===== src/rtl/frac_tick_pkg.sv =====
package frac_tick_pkg;
  // signed accumulator width: magnitude of RATE_A plus sign
  function automatic int unsigned acc_width(input int unsigned rate_a);
    return $clog2(rate_a) + 1;
  endfunction
endpackage


===== src/rtl/frac_phase_acc.sv =====
module frac_phase_acc #(
  parameter int unsigned RATE_A = 7,
  parameter int unsigned RATE_B = 3,
  parameter int unsigned W      = frac_tick_pkg::acc_width(RATE_A)
) (
  input  logic         clk_i,
  input  logic         rst_ni,
  output logic [W-1:0] acc_o,
  output logic         due_o
);
  localparam logic [W-1:0] STEP_UP = W'(RATE_B);
  localparam logic [W-1:0] STEP_DN = W'(RATE_B) - W'(RATE_A);
  localparam logic [W-1:0] LIM_HI  = W'(RATE_B - 1);

  logic [W-1:0] acc_q;
  logic [W-1:0] step;

  // sign bit alone picks the increment
  assign step = acc_q[W-1] ? STEP_UP : STEP_DN;

  always_ff @(posedge clk_i or negedge rst_ni) begin
    if (!rst_ni) acc_q <= '0;
    else         acc_q <= acc_q + step;
  end

  assign acc_o = acc_q;
  assign due_o = ~acc_q[W-1];

  AST_ACC_RANGE: assert property (@(posedge clk_i) disable iff (!rst_ni)
    ($signed(acc_q) >= $signed(STEP_DN)) && ($signed(acc_q) <= $signed(LIM_HI)));
endmodule


===== src/rtl/frac_tick_reg.sv =====
module frac_tick_reg #(
  parameter int unsigned RATE_A = 7,
  parameter int unsigned RATE_B = 3
) (
  input  logic clk_i,
  input  logic rst_ni,
  input  logic due_i,
  output logic tick_o
);
  logic tick_q;

  always_ff @(posedge clk_i or negedge rst_ni) begin
    if (!rst_ni) tick_q <= 1'b0;
    else         tick_q <= due_i;
  end

  assign tick_o = tick_q;

  generate
    if (2 * RATE_B <= RATE_A) begin : g_sparse
      AST_SINGLE_PULSE: assert property (@(posedge clk_i) disable iff (!rst_ni)
        tick_q |=> !tick_q);
    end
  endgenerate
endmodule


===== src/rtl/frac_tick_gen.sv =====
module frac_tick_gen #(
  parameter int unsigned RATE_A = 14152300,
  parameter int unsigned RATE_B = 24
) (
  input  logic clk_i,
  input  logic rst_ni,
  output logic tick_o
);
  localparam int unsigned W = frac_tick_pkg::acc_width(RATE_A);

  generate
    if (RATE_B == 0 || RATE_B >= RATE_A) begin : g_bad_cfg
      $error("frac_tick_gen: need 0 < RATE_B < RATE_A");
    end
  endgenerate

  logic [W-1:0] acc;
  logic         due;

  frac_phase_acc #(.RATE_A(RATE_A), .RATE_B(RATE_B), .W(W)) u_acc (
    .clk_i (clk_i),
    .rst_ni(rst_ni),
    .acc_o (acc),
    .due_o (due)
  );

  frac_tick_reg #(.RATE_A(RATE_A), .RATE_B(RATE_B)) u_tick (
    .clk_i (clk_i),
    .rst_ni(rst_ni),
    .due_i (due),
    .tick_o(tick_o)
  );

  AST_FIRST_TICK: assert property (@(posedge clk_i) disable iff (!rst_ni)
    !$past(rst_ni) |=> tick_o);
  AST_TICK_DROPS: assert property (@(posedge clk_i) disable iff (!rst_ni)
    ($past(rst_ni) && tick_o) |-> ($signed(acc) < $signed($past(acc))));
  AST_IDLE_RISES: assert property (@(posedge clk_i) disable iff (!rst_ni)
    ($past(rst_ni) && !tick_o) |-> ($signed(acc) > $signed($past(acc))));
endmodule


===== config.mk =====
export PLATFORM = sky130hd
export DESIGN_NAME = frac_tick_gen
export DESIGN_NICKNAME = d
export VERILOG_FILES = /design/src/rtl/frac_tick_pkg.sv /design/src/rtl/frac_phase_acc.sv /design/src/rtl/frac_tick_reg.sv /design/src/rtl/frac_tick_gen.sv
export SDC_FILE = /design/constraint.sdc
export NUM_CORES = 1
export LEC_CHECK = 0
export BUFFER_PORTS_ARGS = -buffer_cell sky130_fd_sc_hd__buf_2
export CAP_MARGIN = 20
export CORE_UTILIZATION = 50
export DETAILED_ROUTE_END_ITERATION = 6
export GPL_TIMING_DRIVEN = 0
export PLACE_DENSITY_LB_ADDON = 0.15
export SLEW_MARGIN = 20
export SYNTH_ARGS = -nofsm -noshare
export SYNTH_HDL_FRONTEND = slang
export SYNTH_SLANG_ARGS = --single-unit

===== constraint.sdc =====
create_clock -name clk_i -period 2.3 [get_ports clk_i]
set_input_delay 0.46 -clock clk_i [delete_from_list [all_inputs] [get_ports clk_i]]
set_output_delay 0.46 -clock clk_i [all_outputs]
set_load 0.01 [all_outputs]

Yosys cells after proc, flatten, opt, wreduce, memory -nomap -nowiden
Cells that the tools add are included.
{"block": "word_totals", "regBits": 26, "n_memories": 0, "romBits": 0, "latchBits": 0, "ramBits": 0, "wordCells": 5}
{"block": "op_classes", "n_mux": 1, "eq_ne": 0, "reduce_logical": 0, "n_div": 0, "n_lt_le_gt_ge": 0, "bitwise": 1, "n_addsub": 1, "mul": 0, "shift": 0}
{"operator": "adder 25 bit", "count": 1}
{"operator": "two-way mux 25 bit", "count": 1}
{"operator": "inverter 1 bit", "count": 1}

Logic depth before layout (Yosys ltp)
Gate-level depths: netlist of run 1.
{"block": "logic_depth", "ltp_word": 2, "ltp_mapped": 9, "depth_no_buf": 9}

Hierarchy
Synthesis of run 1 repeated with hierarchy kept, for this count alone.
{"block": "hier_totals", "hier_cells": 133, "hier_area_um2": 1350.0}
{"module": "frac_phase_acc", "area_each_um2": 1325.0, "seq_area_each_um2": 575.6, "n_inst": 1, "cells_each": 132}
{"module": "frac_tick_reg", "area_each_um2": 25.0, "seq_area_each_um2": 25.0, "n_inst": 1, "cells_each": 1}

Worst setup path after synthesis of run 1
No wires, ideal clock.
{"block": "synth_path", "path_kind": "register to register", "from": "reg u_acc.acc_q[24] (netlist: u_acc.acc_o[24])", "to": "reg u_acc.acc_q[22] (netlist: u_acc.acc_o[22])", "path_stages_with_launch": 8, "arrival_time_ps": 1899, "path_slack_ps": 269, "cell_sequence": "dfrtp_1 > inv_1 > ha_1 > a31o_2 > a221o_1 > a21oi_4 > o31ai_4 > xor2_1"}
{"block": "synth_via", "elab_chain_len": 2}
{"element": "start: declaration", "line_no": "frac_phase_acc.sv:15", "source": "logic [W-1:0] acc_q;"}
{"element": "start signal: assignment", "line_no": "frac_phase_acc.sv:23", "source": "else acc_q <= acc_q + step;"}
{"element": "two-way mux 25 bit", "line_no": "frac_phase_acc.sv:19", "source": "assign step = acc_q[W-1] ? STEP_UP : STEP_DN;"}
{"element": "adder 25 bit", "line_no": "frac_phase_acc.sv:23"}
Every way passes these cells.

Worst setup path after layout of run 1
{"block": "layout_path", "from": "reg u_acc.acc_q[24] (netlist: u_acc.acc_o[24])", "to": "reg u_acc.acc_q[20] (netlist: u_acc.acc_o[20])"}
Same word-level chain as after synthesis.

==> reports/results.ini, run 1 <==
[clocking]
post-cts-setup-buffer-count = 0
clock_insertion_delay_worst_skew_ps = 320
postCtsHoldBufs = 0
htree_levels = 1
clkSinkCount = 24
number_of_buffers_created_by_cts = 3
root_buffer = clkbuf_4
cts.clk_slew.worst_paths_ps = 130
tritoncts = built
cts-root-to-sink-buffers = 2
cts-resized-gates = 1

[die]
die_h_um = 53.9
die_area_um2 = 2910
rows = 18
core_um2 = 2520
dieWidth_um = 53.9
ios = 3
initial_utilization_pct = 53.5

[timing]
skew_ps = 3.07
period_needed_ps = 2160
hold_viol_final = 0
setup_viol = 0
tightestPinTransition_ps = 518
maxSlewHeadroom_pct = 65.5
report.final.slew_viol_count = 0
f_max_mhz = 462
rsz0062_at_grt = true
fin_crit_sh_pct = 94.1
finalWorstSetupSlack_ps = 136

[route]
number_of_vias_per_cell = 5.69
wl_um = 2190
drc = 0
drt_iter0_drc = 4
postRouteAntennaNets = 0
drt_first_pass_iters = 2
wl_per_cell_um = 14.3
detailroute.via_count = 871

[placed_design]
placed_cell_area_um2 = 1400
gpl.final_weighted_congestion = 0.760
detailedPlace.worstSlack_ps = -45.2
io_buffer_count = 2
detailedPlacementHpwl_um = 1640

[worst_setup_path]
req_time_crit_path_ps = 2510
worst_setup_path_end_kind = flip-flop
r2r_setup_slack_ps = 140
timing.critical_path.from_type = flip-flop
r2r-end = u_acc.acc_o[20]$_DFF_PN0_
crit_path_max_fanout = 9
reg2regPathDepth = 7
critical_path_arrival_ps = 2380
crit_type = reg2reg
worst_r2r_startpoint = u_acc.acc_o[24]$_DFF_PN0_

[pwr]
power.share.sequential_pct = 57.3
p_per_area_nw_per_um2 = 507
share_comb_of_total_power_pct = 1.1
power.net_switching_mw = 0.138
share_clk_of_total_power_pct = 41.6
ir_drop_mv = 0.362
power.switching_fraction_pct = 18.7
p_leak_nw = 0.668
internal_power_component_mw = 0.599

[layout]
layout-drive-gt1-share_pct = 15.4
layout.area.seq_um2 = 601
area.growth.synth_to_final_pct = 7.70
num_antenna_cells = 0
post-route-cell-area_um2 = 1450
num-fill-cells = 226
multiInputGateArea_um2 = 729
layout.nets = 136

[run]
max_cap_viol_count = 0

[synthesis]
synth.yosys.seq_area_share_pct = 44.5
predominant_post_synthesis_flop_cell = dfrtp_1
postSynthRegisterBits = 24
syn_area_per_cell_um2 = 11.5
ys.warnings.count = 0
synth_async_sr_flop_share_pct = 100
count_of_cell_types_in_the_netlist = 37
synth-edff-count = 0
netlist_instances = 117
mappedNetlistNets = 129
syn_area_um2 = 1350

[outcome]
run_status = finished, final reports clean

[global_route]
first_global_vias = 842
grt_usage_pct = 18.6
largest_net_degree_at_the_start_of_global_routing = 25
antenna_found_initial = 0
first_pass_grt_wire_length_um = 3800
sum_of_overflow_across_all_layers_after_global_routing = 0

[min_path]
type_of_the_tightest_min_delay_check = in2async

-- per-layer routing --
metal / wire length (µm) / up-vias / GRT usage (%)
li1: - / 448 / -
met1: 1160 / 412 / 25.9
met2: 961 / 6 / 28.6
met3: 34 / 5 / 2.54
met4: 35 / 0 / 7.89
met5: 0 / - / 0
-- layout make-up --
type | count | area share, %
Timing Repair Buffer | 2 | 0.689
Clock buffer | 3 | 1.55
Multi-Input combinational cell | 87 | 50.2
Sequential cell | 24 | 41.3
Inverter | 6 | 1.55
Tap cell | 30 | 2.58
Clock inverter | 1 | 2.07
-- flip-flops by register name, indices dropped and copies added (netlist names) --
| name | count |
|---|---|
| u_tick.tick_o | 1 |
| u_acc.acc_o | 23 |
-- cell usage after synthesis, types with 2 or more instances --
library cell  number  area share, %
o21bai_1           2            1.1
inv_1              6            1.7
a31oi_1            2           0.93
nand3_1            2           0.74
a211o_1            2            1.3
ha_1              10            9.3
o21ai_1            3            1.1
o21ai_0            2           0.74
xnor2_1            8            5.2
nor2_1             6            1.7
nand2_1            3           0.83
nand2b_1           2           0.93
a21oi_1            4            1.5
dfrtp_1           24             45
o211ai_1           2            1.1
xor2_1            12            7.8
nand4_1            4            1.9
and4_1             3            1.9
nor2b_1            2           0.93
-- worst max-delay path: stages, from the launching register on --
cell and delay [ps]:
dfrtp_1 410, inv_2 160, ha_1 330, a31o_2 280, a221o_1 370, a21oi_4 230
o21bai_1 130, xor2_1 150
-- power groups by stage --
stage | clock network [mW] | registers, mW | logic (mW)
after floorplan | 0 | 0.430 | 0.000000337
after global placement | 0 | 0.430 | 0.00891
after detailed placement | 0 | 0.430 | 0.00912
after CTS | 0.315 | 0.422 | 0.00911
after global routing | 0.329 | 0.422 | 0.0105
final | 0.306 | 0.422 | 0.00823
-- cell usage in the layout (no fill, tap or decap), types with 2 or more instances in the layout --
cell / count
o211ai_1: 2
nand2_1: 3
buf_2: 2
nand3_1: 2
a21oi_1: 3
and4_1: 3
a31oi_1: 2
o21ai_0: 2
o21bai_1: 2
nor2b_1: 2
o21ai_1: 3
nand2b_1: 2
xor2_1: 12
clkbuf_4: 3
a211o_1: 2
nand4_1: 4
nor2_1: 6
dfrtp_1: 24
ha_1: 10
a21oi_2: 2
xnor2_1: 8
inv_1: 5
-- cells by family after synthesis --
| group | count (synthesis) | share of synthesized area, % |
|---|---|---|
| DFF | 24 | 44.5 |
| xor gates and xnor gates | 20 | 13.0 |
| AOI/OAI and AO/OA | 30 | 19.4 |
| adders and majority gates | 10 | 9.28 |
| buffers and inverters | 6 | 1.67 |
| and+or+nand+nor | 27 | 12.2 |
-- metrics by stage --
step	hold WS (ps)	total power, mW	instances	setup TNS, ps	utilization [%]
2_1_floorplan	164	0.430	117	0	-
3_5_place_dp	461	0.439	149	-99.9	55.4
3_3_place_gp	459	0.439	149	-21.2	55.4
5_1_grt	136	0.761	153	-91.6	57.6
6_report	92.3	0.737	153	0	57.6
4_1_cts	108	0.746	153	0	57.6
-- worst max path at each step --
| stage | cells past startpoint | startpoint | end | slack [ps] |
|---|---|---|---|---|
| 3_5_place_dp | 9 | u_acc.acc_o[24]$_DFF_PN0_ | u_acc.acc_o[22]$_DFF_PN0_ | -50 |
| 2_1_floorplan | 7 | u_acc.acc_o[24]$_DFF_PN0_ | u_acc.acc_o[22]$_DFF_PN0_ | 270 |
| 4_1_cts | 7 | u_acc.acc_o[24]$_DFF_PN0_ | u_acc.acc_o[20]$_DFF_PN0_ | 4 |
| 3_3_place_gp | 9 | u_acc.acc_o[24]$_DFF_PN0_ | u_acc.acc_o[22]$_DFF_PN0_ | -10 |
| 6_report | 7 | u_acc.acc_o[24]$_DFF_PN0_ | u_acc.acc_o[20]$_DFF_PN0_ | 140 |
| 5_1_grt | 9 | u_acc.acc_o[24]$_DFF_PN0_ | u_acc.acc_o[18]$_DFF_PN0_ | -50 |
(Power assumes the default switching activity.)
==> run 2: changes to the inputs <==
--- a/config.mk
+++ b/config.mk
@@ -10,7 +10,7 @@
 export CORE_UTILIZATION = 50
 export DETAILED_ROUTE_END_ITERATION = 6
 export GPL_TIMING_DRIVEN = 0
-export PLACE_DENSITY_LB_ADDON = 0.15
+export PLACE_DENSITY = 0.77
 export SLEW_MARGIN = 20
 export SYNTH_ARGS = -nofsm -noshare
 export SYNTH_HDL_FRONTEND = slang
==> run 2 against run 1 <==
Effect of this change:
- clock power shrank 27%
- largest cell class unchanged
- setup slack gained 18 ps
- combinational power grew 3.0%
- core utilization shrank 0.55 points
- fmax grew 0.84%
- worst hold slack gained 4.1 ps
- count of clock-buffer cells in the layout grew 1
- clock skew grew 2.4 ps
==> reports/results.ini, run 2 (synthesized netlist as in run 1, its figures left out) <==
[route]
wl_per_cell_um = 15.7
drt_iter0_drc = 12
detailroute.via_count = 890
drt_first_pass_iters = 4
drc = 0
wl_um = 2400
number_of_vias_per_cell = 5.82
postRouteAntennaNets = 0

[die]
ios = 3
die_h_um = 53.9
initial_utilization_pct = 53.5
dieWidth_um = 53.9
core_um2 = 2520
die_area_um2 = 2910
rows = 18

[layout]
finish.utilization_pct = 57.0
final-instance-count-excl-fill = 153
layout_common_cells = dfrtp_1 (24), xor2_1 (12), ha_1 (10)
layout.cells.most_common = dfrtp_1
layout.nets = 136
area.growth.synth_to_final_pct = 6.68
largest_reg_flops = 23
num_antenna_cells = 0
layout-drive-gt1-share_pct = 15.4

[placed_design]
detailedPlacementHpwl_um = 1740
dpl.cell_count = 149
gpl.final_weighted_congestion = 0.811
io_buffer_count = 2

[global_route]
largest_net_degree_at_the_start_of_global_routing = 25
first_global_vias = 850
antenna_found_initial = 0
first_pass_grt_wire_length_um = 3950
sum_of_overflow_across_all_layers_after_global_routing = 0
grt_usage_pct = 19.8

[clocking]
number_of_buffers_created_by_cts = 3
postCtsHoldBufs = 0
clkSinkCount = 24
root_buffer = clkbuf_4
cts.clk_slew.worst_paths_ps = 130
cts-root-to-sink-buffers = 2
post-cts-setup-buffer-count = 0
tritoncts = built
clock_insertion_delay_worst_skew_ps = 320
htree_levels = 1

[timing]
period_needed_ps = 2150
tightestPinTransition_ps = 535
report.final.slew_viol_count = 0
hold_viol_final = 0
setup_viol = 0
fin_crit_sh_pct = 93.3
skew_ps = 5.46
rsz0062_at_grt = false
f_max_mhz = 466
maxSlewHeadroom_pct = 64.3

[min_path]
type_of_the_tightest_min_delay_check = in2async

[worst_setup_path]
req_time_crit_path_ps = 2510
reg2regPathDepth = 7
critical_path_arrival_ps = 2360
worst_setup_path_end_kind = flip-flop
crit_type = reg2reg
crit_path_max_fanout = 9
timing.critical_path.from_type = flip-flop

[pwr]
design_power_total_mw = 0.654
p_leak_nw = 0.661
ir_drop_mv = 0.360
p_per_area_nw_per_um2 = 455

[run]
max_cap_viol_count = 0

[outcome]
run_status = finished, final reports clean

run 2: cell types whose count changed in the layout (fill, tap and decap cells not counted), sizes merged:
cell and delta:
bufinv -1, clkbuf +1
run 2: report_power, final:
group          switching [mW]  internal, mW  total (mW)
clock                   0.127        0.0970       0.224
combinational         0.00787      0.000607     0.00848
sequential                  0         0.422       0.422
total                   0.135         0.519       0.654
run 2: worst paths after layout:
path | start | to | slack (ps)
max reg2reg | u_acc.acc_o[24]$_DFF_PN0_ | u_acc.acc_o[22]$_DFF_PN0_ | 150
max | u_acc.acc_o[24]$_DFF_PN0_ | u_acc.acc_o[22]$_DFF_PN0_ | 150
min reg2reg | u_acc.acc_o[23]$_DFF_PN0_ | u_acc.acc_o[23]$_DFF_PN0_ | 480
min in group clk_i | u_acc.acc_o[23]$_DFF_PN0_ | u_acc.acc_o[23]$_DFF_PN0_ | 480
min | rst_ni | u_acc.acc_o[10]$_DFF_PN0_ | 100
max in group asynchronous | rst_ni | u_acc.acc_o[3]$_DFF_PN0_ | 1850
run 2: layout make-up:
type | count | area (µm²)
fill | 220 | 1080
multi-input combinational | 87 | 729
sequential | 24 | 601
tap | 30 | 37.5
clock buffer | 4 | 36.3
inverter | 6 | 25.0
timing repair buffer | 2 | 10.0
run 2: per-layer routing:
layer  wire length (µm)  vias to the layer above  track usage [%]  part of all wire, %
met4                 22                        0             9.21                 0.92
met1               1150                      436             25.3                   48
met2               1150                       13             30.9                   48
met5                  0                        -                0                    0
met3                 73                        2             5.08                  3.0
li1                   -                      439                -                    -
run 2: per-stage QoR:
step | hold slack, ps | setup TNS (ps) | setup WS (ps) | area (µm²)
floorplan | 164 | 0 | 269 | 1350
global placement | 459 | 0 | 4.59 | 1400
detailed placement | 464 | -286 | -97.2 | 1400
CTS | 107 | 0 | 95.7 | 1440
global route | 131 | 0 | 31.1 | 1440
finish | 96.4 | 0 | 153 | 1440
run 2: critical path, cell delays in order, from the launching register on:
cell and delay (ps):
dfrtp_1 440, inv_4 130, ha_1 310, a31o_2 280, a221o_1 380, a21oi_4 230, o31ai_4 110, xor2_1 160
run 2: what timing repair did:
action,CTS,global route
endpoints found under the setup margin,4,1
pin swaps,0,0
gates resized for setup,2,1
